## config.mk

```make
export PLATFORM = sky130hd
export DESIGN_NAME = spi_mem_slave
export DESIGN_NICKNAME = d
export VERILOG_FILES = /design/src/rtl/spi_mem_pkg.sv /design/src/rtl/spi_mem_edges.sv /design/src/rtl/spi_mem_cmd.sv /design/src/rtl/spi_mem_shifter.sv /design/src/rtl/spi_mem_slave.sv
export SDC_FILE = /design/constraint.sdc
export NUM_CORES = 1
export LEC_CHECK = 0
export BUFFER_PORTS_ARGS = -buffer_cell sky130_fd_sc_hd__buf_2
export CORE_UTILIZATION = 50
export DETAILED_ROUTE_END_ITERATION = 7
export GPL_TIMING_DRIVEN = 0
export PLACE_DENSITY = 0.83
export SLEW_MARGIN = 10
export SYNTH_ARGS = -nofsm -noshare
export SYNTH_HDL_FRONTEND = slang
export SYNTH_SLANG_ARGS = --single-unit
```

## constraint.sdc

```tcl
create_clock -name clk -period 2.35 [get_ports clk]
set_input_delay 0.235 -clock clk [delete_from_list [all_inputs] [get_ports clk]]
set_output_delay 0.235 -clock clk [all_outputs]
set_load 0.005 [all_outputs]
```

## src/rtl/spi_mem_pkg.sv

```systemverilog
package spi_mem_pkg;

    localparam int BYTE_W     = 8;
    localparam int BIT_CNT_W  = 4;
    localparam int CMD_ADDR_W = 16;

    localparam logic [7:0] OP_READ  = 8'h03;
    localparam logic [7:0] OP_WRITE = 8'h02;
    localparam logic [7:0] OP_WREN  = 8'h06;
    localparam logic [7:0] OP_WRDI  = 8'h04;
    localparam logic [7:0] OP_RDSR  = 8'h05;
    localparam logic [7:0] OP_WRSR  = 8'h01;

    typedef enum logic [3:0] {
        ST_OP,
        ST_ADDR,
        ST_RD,
        ST_WDATA,
        ST_SRRD,
        ST_SRWR,
        ST_SRWR_DONE,
        ST_WREN,
        ST_WRDI,
        ST_IGNORE
    } eng_state_e;

    typedef struct packed {
        eng_state_e nxt;
        logic       is_rd;
    } dec_t;

    function automatic dec_t decode_op(logic [7:0] op, logic wel, logic busy);
        dec_t d;
        d.nxt   = ST_IGNORE;
        d.is_rd = 1'b0;
        case (op)
            OP_READ:  begin
                if (!busy) begin
                    d.nxt   = ST_ADDR;
                    d.is_rd = 1'b1;
                end
            end
            OP_WRITE: if (wel) d.nxt = ST_ADDR;
            OP_WREN:  d.nxt = ST_WREN;
            OP_WRDI:  d.nxt = ST_WRDI;
            OP_RDSR:  d.nxt = ST_SRRD;
            OP_WRSR:  if (wel) d.nxt = ST_SRWR;
            default:  d.nxt = ST_IGNORE;
        endcase
        return d;
    endfunction

    function automatic logic is_out_state(eng_state_e s);
        return (s == ST_RD) || (s == ST_SRRD);
    endfunction

endpackage

```

## src/rtl/spi_mem_edges.sv

```systemverilog
module spi_mem_edges (
    input  logic clk,
    input  logic rst,
    input  logic sck,
    input  logic cs_n,
    input  logic hold_n,
    output logic sck_rise,
    output logic sck_fall,
    output logic cs_rise
);
    logic sck_q;
    logic cs_q;
    logic active;

    always_ff @(posedge clk) begin
        if (rst) begin
            sck_q <= 1'b0;
            cs_q  <= 1'b1;
        end else begin
            sck_q <= sck;
            cs_q  <= cs_n;
        end
    end

    assign active   = !cs_n && hold_n;
    assign sck_rise = active && sck && !sck_q;
    assign sck_fall = active && !sck && sck_q;
    assign cs_rise  = cs_n && !cs_q;
endmodule

```

## src/rtl/spi_mem_cmd.sv

```systemverilog
module spi_mem_cmd
    import spi_mem_pkg::*;
#(
    parameter int AW     = 13,
    parameter int PAGE_W = 5
) (
    input  logic                clk,
    input  logic                rst,
    input  logic                cs_n,
    input  logic                si,
    input  logic                sck_rise,
    input  logic                cs_rise,
    input  logic                busy,
    input  logic                wr_done,
    output eng_state_e          state,
    output logic [BIT_CNT_W-1:0] cnt,
    output logic                wel,
    output logic [AW-1:0]       ptr,
    output logic                wr_byte_valid,
    output logic [AW-1:0]       wr_byte_addr,
    output logic [BYTE_W-1:0]   wr_byte_data,
    output logic                wr_commit,
    output logic                sr_wr_valid,
    output logic [BYTE_W-1:0]   sr_wr_data
);
    localparam logic [BIT_CNT_W-1:0] LAST_BIT  = BIT_CNT_W'(BYTE_W - 1);
    localparam logic [BIT_CNT_W-1:0] LAST_ADDR = BIT_CNT_W'(CMD_ADDR_W - 1);

    logic [BYTE_W-2:0] sh;
    logic [AW-1:0]     ash;
    logic              is_rd;
    logic              wrote;
    logic [BYTE_W-1:0] byte_in;
    dec_t              dec;

    assign byte_in = {sh, si};
    assign dec     = decode_op(byte_in, wel, busy);

    always_ff @(posedge clk) begin
        if (rst) begin
            state         <= ST_OP;
            cnt           <= '0;
            wel           <= 1'b0;
            ptr           <= '0;
            sh            <= '0;
            ash           <= '0;
            is_rd         <= 1'b0;
            wrote         <= 1'b0;
            wr_byte_valid <= 1'b0;
            wr_byte_addr  <= '0;
            wr_byte_data  <= '0;
            wr_commit     <= 1'b0;
            sr_wr_valid   <= 1'b0;
            sr_wr_data    <= '0;
        end else begin
            wr_byte_valid <= 1'b0;
            wr_commit     <= 1'b0;
            sr_wr_valid   <= 1'b0;
            if (wr_done) wel <= 1'b0;
            if (cs_n) begin
                if (cs_rise) begin
                    case (state)
                        ST_WREN:      wel <= 1'b1;
                        ST_WRDI:      wel <= 1'b0;
                        ST_WDATA:     if (wrote && cnt == '0) wr_commit <= 1'b1;
                        ST_SRWR_DONE: sr_wr_valid <= 1'b1;
                        default:      ;
                    endcase
                end
                state <= ST_OP;
                cnt   <= '0;
                is_rd <= 1'b0;
                wrote <= 1'b0;
            end else if (sck_rise) begin
                case (state)
                    ST_OP: begin
                        sh <= byte_in[BYTE_W-2:0];
                        if (cnt == LAST_BIT) begin
                            cnt   <= '0;
                            state <= dec.nxt;
                            is_rd <= dec.is_rd;
                        end else begin
                            cnt <= cnt + 1'b1;
                        end
                    end
                    ST_ADDR: begin
                        ash <= {ash[AW-2:0], si};
                        if (cnt == LAST_ADDR) begin
                            cnt   <= '0;
                            ptr   <= {ash[AW-2:0], si};
                            state <= is_rd ? ST_RD : ST_WDATA;
                        end else begin
                            cnt <= cnt + 1'b1;
                        end
                    end
                    ST_RD, ST_SRRD: begin
                        if (cnt == LAST_BIT) begin
                            cnt <= '0;
                            if (state == ST_RD) ptr <= ptr + 1'b1;
                        end else begin
                            cnt <= cnt + 1'b1;
                        end
                    end
                    ST_WDATA: begin
                        sh <= byte_in[BYTE_W-2:0];
                        if (cnt == LAST_BIT) begin
                            cnt           <= '0;
                            wrote         <= 1'b1;
                            wr_byte_valid <= 1'b1;
                            wr_byte_addr  <= ptr;
                            wr_byte_data  <= byte_in;
                            ptr <= {ptr[AW-1:PAGE_W], ptr[PAGE_W-1:0] + PAGE_W'(1)};
                        end else begin
                            cnt <= cnt + 1'b1;
                        end
                    end
                    ST_SRWR: begin
                        sh <= byte_in[BYTE_W-2:0];
                        if (cnt == LAST_BIT) begin
                            cnt        <= '0;
                            sr_wr_data <= byte_in;
                            state      <= ST_SRWR_DONE;
                        end else begin
                            cnt <= cnt + 1'b1;
                        end
                    end
                    ST_WREN, ST_WRDI, ST_SRWR_DONE: state <= ST_IGNORE;
                    default: ;
                endcase
            end
        end
    end
endmodule

```

## src/rtl/spi_mem_shifter.sv

```systemverilog
module spi_mem_shifter
    import spi_mem_pkg::*;
(
    input  logic              clk,
    input  logic              rst,
    input  logic              sck_fall,
    input  logic              out_phase,
    input  logic              load,
    input  logic [BYTE_W-1:0] load_byte,
    output logic              so
);
    logic [BYTE_W-2:0] rest;

    always_ff @(posedge clk) begin
        if (rst) begin
            so   <= 1'b0;
            rest <= '0;
        end else if (sck_fall && out_phase) begin
            if (load) begin
                so   <= load_byte[BYTE_W-1];
                rest <= load_byte[BYTE_W-2:0];
            end else begin
                so   <= rest[BYTE_W-2];
                rest <= {rest[BYTE_W-3:0], 1'b0};
            end
        end
    end
endmodule

```

## src/rtl/spi_mem_slave.sv

```systemverilog
module spi_mem_slave
    import spi_mem_pkg::*;
#(
    parameter int AW     = 13,
    parameter int PAGE_W = 5
) (
    input  logic                 clk,
    input  logic                 rst,
    input  logic                 sck,
    input  logic                 cs_n,
    input  logic                 si,
    input  logic                 hold_n,
    output logic                 so,
    output logic                 so_oe,
    output logic [AW-1:0]        mem_addr,
    input  logic [BYTE_W-1:0]    mem_rdata,
    input  logic                 busy,
    input  logic                 wr_done,
    input  logic [BYTE_W-3:0]    stat_hi,
    output logic                 wr_byte_valid,
    output logic [AW-1:0]        wr_byte_addr,
    output logic [BYTE_W-1:0]    wr_byte_data,
    output logic                 wr_commit,
    output logic                 sr_wr_valid,
    output logic [BYTE_W-1:0]    sr_wr_data
);
    logic                 sck_rise;
    logic                 sck_fall;
    logic                 cs_rise;
    eng_state_e           state;
    logic [BIT_CNT_W-1:0] cnt;
    logic                 wel;
    logic [AW-1:0]        ptr;
    logic [BYTE_W-1:0]    status_byte;
    logic [BYTE_W-1:0]    load_byte;
    logic                 out_phase;

    spi_mem_edges u_edges (
        .clk      (clk),
        .rst      (rst),
        .sck      (sck),
        .cs_n     (cs_n),
        .hold_n   (hold_n),
        .sck_rise (sck_rise),
        .sck_fall (sck_fall),
        .cs_rise  (cs_rise)
    );

    spi_mem_cmd #(.AW(AW), .PAGE_W(PAGE_W)) u_cmd (
        .clk           (clk),
        .rst           (rst),
        .cs_n          (cs_n),
        .si            (si),
        .sck_rise      (sck_rise),
        .cs_rise       (cs_rise),
        .busy          (busy),
        .wr_done       (wr_done),
        .state         (state),
        .cnt           (cnt),
        .wel           (wel),
        .ptr           (ptr),
        .wr_byte_valid (wr_byte_valid),
        .wr_byte_addr  (wr_byte_addr),
        .wr_byte_data  (wr_byte_data),
        .wr_commit     (wr_commit),
        .sr_wr_valid   (sr_wr_valid),
        .sr_wr_data    (sr_wr_data)
    );

    assign status_byte = {stat_hi, wel, busy};
    assign out_phase   = is_out_state(state);
    assign load_byte   = (state == ST_RD) ? mem_rdata : status_byte;
    assign mem_addr    = ptr;
    assign so_oe       = !cs_n && hold_n && out_phase;

    spi_mem_shifter u_shift (
        .clk       (clk),
        .rst       (rst),
        .sck_fall  (sck_fall),
        .out_phase (out_phase),
        .load      (cnt == '0),
        .load_byte (load_byte),
        .so        (so)
    );
endmodule

```

==> impl_metrics.py, run 1 <==
metrics = {
    "synth": {
        "synth_seq_area_share_pct": 42.9,
        "synth-seq-cells": 85,
        "syn_area_per_cell_um2": 8.25,
        "synth-edff-count": 0,
        "yosysWarnings": 0,
        "syn_nets": 506,
        "yosys.area.top_type": "dfxtp_1",
        "netlist_top_cells_area": "dfxtp_1 43%, mux2i_1 7.8%, nand2_1 6.7%, a21oi_1 6.7%, nor2_1 6.1%",
        "ys.flop_type": "dfxtp_1",
        "synthArstFlopShare_pct": 0,
        "netlist_area_um2": 3970,
        "synth_cells": 481,
        "synthMostInstantiatedCell": "dfxtp_1",
        "synthTopCellsByCount": "85 x dfxtp_1, 71 x nand2_1, 65 x nor2_1, 53 x a21oi_1, 31 x mux2i_1",
        "yosys.cell_types.count": 61,
        "netlist.area_leader.share_pct": 42.9,
    },
    "timing": {
        "fin_crit_ns": 2.13,
        "fin_crit_sh_pct": 90.8,
        "setup_viol": 0,
        "hold_ws_ns": 0.161,
        "fmax_ghz": 0.469,
        "worst_pin_slew_ns": 0.880,
        "rsz0062_at_grt": "false",
        "max_slew_margin_pct": 41.2,
        "slew_violations": 0,
        "fin_ws_ns": 0.217,
        "hold_violations": 0,
        "clock_skew_ns": 0.0128,
    },
    "job": {
        "maxCapViolCount": 0,
    },
    "clock_tree": {
        "clk_latency_ns": 0.36,
        "clkSinkCount": 85,
        "cts_hold_buf": 0,
        "cts_made_buffers": 9,
        "cts_tree": "yes",
        "clk_path_buf_depth": 2,
        "cts_root_buf": "clkbuf_8",
        "htreeDepth": 3,
        "path_clk_slew_ns": 0.09,
    },
    "die": {
        "start_util_pct": 51.6,
        "die_h_um": 91.1,
        "rows": 32,
        "die_w_um": 91.1,
        "coreArea_um2": 7690,
        "die_area_um2": 8300,
        "pin_count": 69,
    },
    "grt": {
        "grt_start_max_net_pins": 15,
        "grt_pass1_wl_um": 16500,
        "grt-ovfl-total": 0,
        "antenna_found_initial": 0,
        "first_global_vias": 3660,
        "grt.total_usage_pct": 24.8,
    },
    "final_layout": {
        "n_antenna_cell": 0,
        "num-nets-final": 584,
        "area_growth_pct": 18.1,
        "drive_gt1_share_pct": 18.8,
        "fillerInstances": 690,
    },
    "placed_design": {
        "hpwlAfterDp_um": 7070,
        "post-place-ws_ns": -0.105,
        "routabilityCongestion": 0.894,
        "io_buffers": 67,
    },
    "detailed_routing": {
        "post_drt_via_cell_ratio": 5.75,
        "firstDrtPassIters": 5,
        "routed_wl_um": 9970,
        "ant_nets": 0,
        "wl_per_cell_um": 15.0,
        "drt_iter0_drc": 252,
        "drc": 0,
        "vias": 3829,
    },
    "min_path": {
        "hold_path.class": "in2reg",
        "min_from": "sck",
    },
    "status": {
        "status": "completed",
    },
    "worst_setup_path": {
        "critical_path_arrival_ns": 2.42,
        "worstPathMaxFanout": 10,
        "cp-end-kind": "flop",
        "worstPathRequired_ns": 2.64,
        "r2r_start": "u_cmd.cnt[0]",
        "cp-startpoint": "u_cmd.cnt[0]",
        "path_class": "reg2reg",
        "start_kind": "flop",
    },
    "power": {
        "p_leak_nw": 1.99,
        "ir_drop_mv": 0.316,
        "power_density_nw_per_um2": 589,
    },
}
==> per-layer routing <==
metal | vias to the layer above | part of all wire [%] | global-route usage (%)
met5 | - | 0 | 0
met4 | 0 | 2.7 | 12.7
met3 | 33 | 6.4 | 4.52
met2 | 174 | 49 | 42.0
met1 | 1778 | 42 | 30.0
li1 | 1844 | - | -
==> sequential cells by signal, indices dropped and copies added (netlist names), 4 cells and up <==
signal	cells
u_cmd.ptr	13
u_cmd.wr_byte_addr	13
u_cmd.ash	12
u_cmd.sr_wr_data	8
u_cmd.wr_byte_data	8
u_cmd.sh	7
u_shift.rest	7
u_cmd.cnt	4
u_cmd.state	4
==> what timing repair did <==
item / CTS / global route
gates resized for setup: 1 / 4
setup buffers: 0 / 0
pin swaps: 0 / 0
endpoints found under the hold margin: 0 / 0
endpoints found under the setup margin: 20 / 16
==> cell families (layout without fill, tap and decap cells) <==
group	Yosys count	count (layout)	synth area share, %
AND/OR/NAND/NOR	208	208	25.2
multiplexers	33	33	8.45
AO/OA/AOI/OAI	107	107	16.9
adder cells (fa/ha/maj)	3	3	0.946
buffers and inverters	40	123	4.54
XOR/XNOR	5	5	1.10
flip-flops	85	85	42.9
==> final timing paths <==
check / slack (ns) / cells past startpoint / endpoint
max: 0.22 / 7 / u_cmd.wr_byte_data[2]
min: 0.16 / 2 / u_edges.sck_q
max reg2reg: 0.22 / 7 / u_cmd.wr_byte_data[2]
min reg2reg: 0.45 / 2 / u_cmd.wr_byte_data[0]
==> metrics by stage <==
step                      util (%)  cells  setup TNS, ns  total power [mW]  cell area [µm²]
after CTS                     60.8    666              0              2.76             4670
after detailed placement      57.6    650         -0.639              1.56             4430
after global routing          61.0    666              0              2.84             4690
after floorplan                  -    481              0              1.52             3970
after global placement        57.6    650              0              1.56             4430
final                         61.0    666              0              2.76             4690
==> where the power goes <==
part / internal (mW) / total (mW) / switching, mW
clock network: 0.707 / 1.24 / 0.530
logic: 0.0273 / 0.0841 / 0.0568
registers: 1.44 / 1.44 / 0.00135
total: 2.18 / 2.76 / 0.588
==> cells in the final DEF (no fill, tap or decap), types with 5 or more instances in the layout <==
| cell | n |
|---|---|
| dfxtp_1 | 85 |
| nand3_1 | 17 |
| o21ai_0 | 8 |
| a211oi_1 | 14 |
| nand2_1 | 71 |
| inv_1 | 9 |
| a21oi_1 | 52 |
| nor3_1 | 7 |
| mux2i_1 | 31 |
| nor2b_1 | 5 |
| clkbuf_1 | 20 |
| buf_2 | 72 |
| nor2_1 | 65 |
| clkbuf_8 | 9 |
==> final cells by class <==
type / instances / area, µm² / area share (%)
Clock inverter: 6 / 109 / 2.32
Inverter: 10 / 37.5 / 0.801
Timing Repair Buffer: 67 / 335 / 7.15
Sequential cell: 85 / 1700 / 36.3
Clock buffer: 10 / 128 / 2.72
Tap cell: 102 / 128 / 2.72
Buffer: 30 / 144 / 3.07
Multi-Input combinational cell: 356 / 2110 / 44.9
==> worst max-delay path, cell delays in order, from the launching register on <==
cell      delay [ns]
dfxtp_1         0.35
ha_1            0.26
nand3b_1        0.29
nor2_1          0.10
nand2_1         0.25
clkbuf_1        0.48
nand2_1         0.13
a21oi_1         0.19
No activity file was read; power rests on OpenSTA's default activity.
==> run 2, diff against run 1 <==
--- a/config.mk
+++ b/config.mk
@@ -10,6 +10,7 @@
 export DETAILED_ROUTE_END_ITERATION = 7
 export GPL_TIMING_DRIVEN = 0
 export PLACE_DENSITY = 0.83
+export SETUP_SLACK_MARGIN = 0.4
 export SLEW_MARGIN = 10
 export SYNTH_ARGS = -nofsm -noshare
 export SYNTH_HDL_FRONTEND = slang
==> run 2 against run 1 <==
Net effect: utilization is 1.4 points higher; sequential cell count did not move; clock power about the same; first-iteration DRC count increased by 4.0%; clock skew increased by 0.00082 ns; largest cell class unchanged; via count grew 1.3%; non-clock buffer count up 4; total power barely moved; hold slack better by 0.026 ns; worst setup slack improved by 0.26 ns; combinational power is 4.9% higher; routed wire length increased by 2.6%.
==> impl_metrics.py, run 2 (synthesis results as in run 1) <==
metrics = {
    "detailed_routing": {
        "drt_iter0_drc": 262,
        "ant_nets": 0,
        "routed_wl_um": 10200,
        "drc": 0,
        "wl_per_cell_um": 15.3,
        "vias": 3880,
        "firstDrtPassIters": 5,
        "post_drt_via_cell_ratio": 5.79,
    },
    "timing": {
        "slew_violations": 0,
        "fmax_ghz": 0.534,
        "max_slew_margin_pct": 57.3,
        "clock_skew_ns": 0.0136,
        "rsz0062_at_grt": "true",
        "worst_pin_slew_ns": 0.635,
        "finalSetupTns_ns": 0,
        "fin_crit_ns": 1.87,
        "fin_crit_sh_pct": 79.7,
        "hold_violations": 0,
        "setup_viol": 0,
    },
    "placed_design": {
        "dpl_cell_area_um2": 4430,
        "io_buffers": 67,
        "routabilityCongestion": 0.894,
        "hpwlAfterDp_um": 7070,
    },
    "job": {
        "maxCapViolCount": 0,
    },
    "status": {
        "status": "completed",
    },
    "clock_tree": {
        "cts_made_buffers": 9,
        "cts_root_buf": "clkbuf_8",
        "cts_hold_buf": 0,
        "cts_tree": "yes",
        "clk_path_buf_depth": 2,
        "path_clk_slew_ns": 0.09,
        "htreeDepth": 3,
        "clkSinkCount": 85,
        "clk_latency_ns": 0.36,
    },
    "grt": {
        "grt.total_usage_pct": 24.8,
        "grt-ovfl-total": 0,
        "grt_pass1_wl_um": 16600,
        "grt_start_max_net_pins": 15,
        "first_global_vias": 3689,
        "antenna_found_initial": 0,
    },
    "worst_setup_path": {
        "cp-end-kind": "flop",
        "worstPathRequired_ns": 2.58,
        "worst-r2r-setup-slack_ns": 0.48,
        "r2r_start": "u_cmd.ptr[0]",
        "cp_slowest_cell": "dfxtp_1",
        "cpPeakStageDelay_ns": 0.47,
        "cp-startpoint": "u_cmd.ptr[0]",
        "r2r_cells": 6,
        "start_kind": "flop",
        "critical_path.cell_chain": "ha_1 > nand3_1 > nor4_1 > xor2_1 > a221oi_1 > nor3_1",
        "path_class": "reg2reg",
        "timing.rr.end": "u_cmd.ptr[12]",
        "crit_end": "u_cmd.ptr[12]",
        "worstPathMaxFanout": 7,
        "critical_path_arrival_ns": 2.10,
    },
    "min_path": {
        "hold_path.class": "in2reg",
    },
    "final_layout": {
        "drive_gt1_share_pct": 22.7,
        "final_util_pct": 62.3,
        "num-nets-final": 588,
        "layout_commonest_cell": "dfxtp_1",
        "reg_top3": "u_cmd.ptr x13, u_cmd.wr_byte_addr x13, u_cmd.ash x12",
        "mostFrequentLayoutCells": "79 x dfxtp_1, 71 x nand2_1, 70 x buf_2, 63 x nor2_1, 52 x a21oi_1",
        "n_antenna_cell": 0,
        "postLayoutCellArea_um2": 4790,
        "fillerInstances": 667,
        "area_growth_pct": 20.7,
    },
    "power": {
        "clkPwrFrac_pct": 44.6,
        "p_leak_nw": 2.03,
        "internal_power_mw": 2.18,
        "p_comb_share_pct": 3.2,
        "power_density_nw_per_um2": 576,
        "ir_drop_mv": 0.315,
        "p_sw_uw": 584,
        "swShare_pct": 21.1,
        "seq_power_share_pct": 52.3,
        "total_power_mw": 2.76,
    },
    "die": {
        "die_area_um2": 8300,
        "die_h_um": 91.1,
        "coreArea_um2": 7690,
        "pin_count": 69,
        "die_w_um": 91.1,
        "rows": 32,
        "start_util_pct": 51.6,
    },
}
[run 2: how the worst min path moves through the flow]
stage                                      from                     to  slack (ns)  cells past startpoint
after floorplan                             sck          u_edges.sck_q        0.36                      1
after global placement              u_cmd.wrote        u_cmd.wr_commit        0.44                      2
after detailed placement  u_cmd.wr_byte_addr[5]  u_cmd.wr_byte_addr[5]        0.44                      2
after CTS                                   sck          u_edges.sck_q        0.17                      2
after global routing                        sck          u_edges.sck_q        0.19                      2
final                                       sck          u_edges.sck_q        0.19                      2
[run 2: layout make-up]
type	count	area (µm²)	area share, %
multi-input combinational	356	2150	44.9
sequential	85	1710	35.7
timing repair buffer	71	365	7.62
buffer	30	165	3.45
clock buffer	10	128	2.66
tap	102	128	2.66
clock inverter	6	109	2.27
inverter	10	37.5	0.783
[run 2: through the flow]
step / instances / worst slack, ns / hold WS (ns)
floorplan: 481 / 0.573 / 0.363
global placement: 650 / 0.00316 / 0.436
detailed placement: 650 / -0.105 / 0.443
CTS: 668 / 0.410 / 0.168
global route: 670 / 0.376 / 0.187
finish: 670 / 0.476 / 0.188
[run 2: routing by layer]
metal / track usage [%] / vias to the layer above / wire length, µm / part of all wire, %
li1: - / 1860 / - / -
met1: 30.1 / 1833 / 4280 / 42
met2: 41.4 / 152 / 5090 / 50
met3: 4.52 / 35 / 536 / 5.2
met4: 13.8 / 0 / 323 / 3.2
met5: 0 / - / 0 / 0
[run 2: power by group through the flow]
stage          combinational (mW)  clock [mW]  sequential (mW)
2_1_floorplan              0.0444           0             1.48
3_3_place_gp               0.0789           0             1.48
3_5_place_dp               0.0815           0             1.48
4_1_cts                    0.0840        1.24             1.44
5_1_grt                    0.0959        1.31             1.44
6_report                   0.0882        1.23             1.44
[run 2: timing repair]
item / 4_1_cts / 5_1_grt
pin swaps: 1 / 2
setup buffers: 2 / 2
cloned: 0 / 0
setup endpoints to repair: 40 / 58
resized for setup: 11 / 24
[run 2: worst max-delay path: cells and delay by family, from the launching register on]
family | cells | cell delay, ns
flops | 1 | 0.47
simple gates | 3 | 0.64
fa+ha+maj | 1 | 0.25
xor+xnor | 1 | 0.11
compound gates | 1 | 0.26
==> run 3, diff against run 2 <==
--- a/config.mk
+++ b/config.mk
@@ -5,11 +5,12 @@
 export SDC_FILE = /design/constraint.sdc
 export NUM_CORES = 1
 export LEC_CHECK = 0
+export ABC_AREA = 1
 export BUFFER_PORTS_ARGS = -buffer_cell sky130_fd_sc_hd__buf_2
 export CORE_UTILIZATION = 50
 export DETAILED_ROUTE_END_ITERATION = 7
 export GPL_TIMING_DRIVEN = 0
-export PLACE_DENSITY = 0.83
+export PLACE_DENSITY = 0.86
 export SETUP_SLACK_MARGIN = 0.4
 export SLEW_MARGIN = 10
 export SYNTH_ARGS = -nofsm -noshare
==> constraint.sdc (replaced) <==
create_clock -name clk -period 1.5 [get_ports clk]
set_input_delay 0.15 -clock clk [delete_from_list [all_inputs] [get_ports clk]]
set_output_delay 0.15 -clock clk [all_outputs]
set_load 0.005 [all_outputs]
==> run 3 against run 2 <==
Net effect: the flow now finishes with violations (setup timing); clock skew fell by 0.0048 ns; critical path depth rose by 3; register-to-register slack lost 0.72 ns; count of clock-buffer cells in the layout is 1 higher; hold slack worse by 0.13 ns; global-route usage rose by 6.6 points; via count rose by 39%; sequential power rose by 58%; sequential share of layout area fell by 8.8 points.
==> impl_metrics.py, run 3 <==
metrics = {
    "grt": {
        "grt.total_usage_pct": 31.4,
        "grt-ovfl-total": 0,
        "grt_pass1_wl_um": 21400,
        "first_global_vias": 4580,
        "grt_start_max_net_pins": 14,
        "antenna_found_initial": 0,
    },
    "die": {
        "die_h_um": 95.0,
        "coreArea_um2": 8300,
        "pin_count": 69,
        "die_w_um": 95.0,
        "rows": 33,
        "start_util_pct": 52.1,
        "die_area_um2": 9020,
    },
    "clock_tree": {
        "clk_path_buf_depth": 2,
        "path_clk_slew_ns": 0.09,
        "cts_tree": "yes",
        "clkSinkCount": 85,
        "htreeDepth": 3,
        "cts_made_buffers": 9,
        "cts_hold_buf": 0,
        "cts_root_buf": "clkbuf_8",
        "clk_latency_ns": 0.37,
    },
    "final_layout": {
        "num-nets-final": 796,
        "reg_top3": "u_cmd.ptr x13, u_cmd.wr_byte_addr x13, u_cmd.ash x12",
        "area_growth_pct": 48.6,
        "layout_commonest_cell": "nand2_1",
        "mostFrequentLayoutCells": "115 x nand2_1, 76 x dfxtp_1, 73 x nor2_1, 69 x buf_2, 65 x inv_1",
        "drive_gt1_share_pct": 42.6,
        "n_antenna_cell": 0,
    },
    "timing": {
        "fin_crit_sh_pct": 116,
        "fin_ws_ns": -0.247,
        "setup_viol": 76,
        "fmax_ghz": 0.572,
        "hold_violations": 0,
        "rsz0062_at_grt": "true",
        "worst_pin_slew_ns": 0.788,
        "slew_violations": 0,
        "max_slew_margin_pct": 47.5,
        "clock_skew_ns": 0.00887,
        "fin_crit_ns": 1.75,
    },
    "power": {
        "seq_power_share_pct": 53.7,
        "p_leak_nw": 3.01,
        "clkPwrFrac_pct": 38.7,
        "swShare_pct": 26.2,
        "p_sw_mw": 1.11,
        "power_density_nw_per_um2": 658,
        "ir_drop_mv": 0.552,
        "internal_power_mw": 3.12,
        "total_power_mw": 4.22,
        "p_comb_share_pct": 7.6,
    },
    "worst_setup_path": {
        "critical_path_arrival_ns": 2.04,
        "start_kind": "flop",
        "path_class": "reg2reg",
        "cp-end-kind": "flop",
        "worstPathMaxFanout": 6,
        "worstPathRequired_ns": 1.79,
    },
    "synth": {
        "synth-seq-cells": 85,
        "syn_nets": 655,
        "netlist.area_leader.share_pct": 39.4,
        "ys.flop_type": "dfxtp_1",
        "synth_cells": 630,
        "synthArstFlopShare_pct": 0,
        "netlist_area_um2": 4320,
        "netlist_top_cells_area": "dfxtp_1 39%, nand2_1 12%, nor2_1 8.4%, a21oi_1 6.6%, inv_1 6.3%",
        "syn_area_per_cell_um2": 6.86,
        "synth-edff-count": 0,
        "yosysWarnings": 0,
        "synthTopCellsByCount": "137 x nand2_1, 97 x nor2_1, 85 x dfxtp_1, 72 x inv_1, 57 x a21oi_1",
        "yosys.area.top_type": "dfxtp_1",
        "yosys.cell_types.count": 31,
        "synth_seq_area_share_pct": 39.4,
        "synthMostInstantiatedCell": "nand2_1",
    },
    "min_path": {
        "hold_path.class": "in2reg",
    },
    "placed_design": {
        "post-place-ws_ns": -0.0918,
        "io_buffers": 68,
        "hpwlAfterDp_um": 8490,
        "routabilityCongestion": 0.899,
    },
    "detailed_routing": {
        "routed_wl_um": 18000,
        "ant_nets": 0,
        "post_drt_via_cell_ratio": 6.14,
        "vias": 5400,
        "wl_per_cell_um": 20.5,
        "firstDrtPassIters": 5,
        "drc": 0,
        "drt_iter0_drc": 511,
    },
    "status": {
        "status": "finished with violations",
        "violations": "setup timing",
    },
    "job": {
        "maxCapViolCount": 0,
    },
}
-- run 3: final timing paths --
| kind | to | from | slack [ns] | cells after the start |
|---|---|---|---|---|
| worst max-delay path | u_cmd.state[3] | u_cmd.sh[0] | -0.25 | 9 |
| worst min-delay path | u_edges.sck_q | sck | 0.05 | 3 |
| worst max register to register | u_cmd.state[3] | u_cmd.sh[0] | -0.25 | 9 |
| worst min register to register | u_cmd.wr_byte_addr[12] | u_cmd.wr_byte_addr[12] | 0.46 | 1 |
-- run 3: final cells by class --
cell class / count / area, µm²
sequential: 85 / 1730
clock inverter: 4 / 47.5
timing repair inverter: 1 / 7.51
multi-input combinational: 450 / 2880
clock buffer: 11 / 131
inverter: 77 / 307
buffer: 18 / 160
timing repair buffer: 129 / 1030
tap: 105 / 131
fill: 485 / 1880
-- run 3: cells by family after synthesis --
family / after synthesis / synth area share [%]
AND/OR/NAND/NOR: 321 / 33.8
AO/OA/AOI/OAI: 125 / 16.2
buffers and inverters: 95 / 9.58
flip-flops: 85 / 39.4
adder cells (fa/ha/maj): 3 / 0.869
XOR/XNOR: 1 / 0.203
-- run 3: critical path, stage by stage (launching register included) --
cell and delay (ns):
dfxtp_1 0.34, inv_1 0.26, nand2_1 0.17, inv_1 0.17, nand2_1 0.10, nor2_1 0.14, nor2_1 0.07, nand3_1 0.13
nand2_1 0.11, a21oi_2 0.18
-- run 3: what timing repair did --
action                     4_1_cts  5_1_grt
setup endpoints to repair       85       86
gates cloned                     9        1
setup buffers                   34       18
pin swaps                       32       45
resized for setup              107      114
-- run 3: power groups by stage --
stage / clock network [mW] / registers, mW / logic, mW
2_1_floorplan: 0 / 2.32 / 0.142
3_3_place_gp: 0 / 2.32 / 0.209
3_5_place_dp: 0 / 2.32 / 0.215
4_1_cts: 1.60 / 2.26 / 0.243
5_1_grt: 1.72 / 2.27 / 0.334
6_report: 1.63 / 2.27 / 0.323
-- run 3: layer usage --
metal / up-vias / part of all wire (%) / track usage [%]
li1: 2303 / - / -
met1: 2511 / 35 / 34.4
met2: 433 / 48 / 54.0
met3: 153 / 9.0 / 5.96
met4: 0 / 7.8 / 22.6
met5: - / 0 / 0
-- run 3: stage by stage --
step / setup TNS [ns] / instances / util [%] / hold WS (ns) / cell area (µm²)
floorplan: 0 / 630 / - / 0.257 / 4440
CTS: -0.255 / 861 / 70.3 / 0.0427 / 5830
global placement: -0.289 / 803 / 59.2 / 0.388 / 4920
global route: -10.68 / 880 / 77.4 / 0.0558 / 6420
finish: -6.54 / 880 / 77.4 / 0.0532 / 6420
detailed placement: -0.826 / 803 / 59.2 / 0.408 / 4920
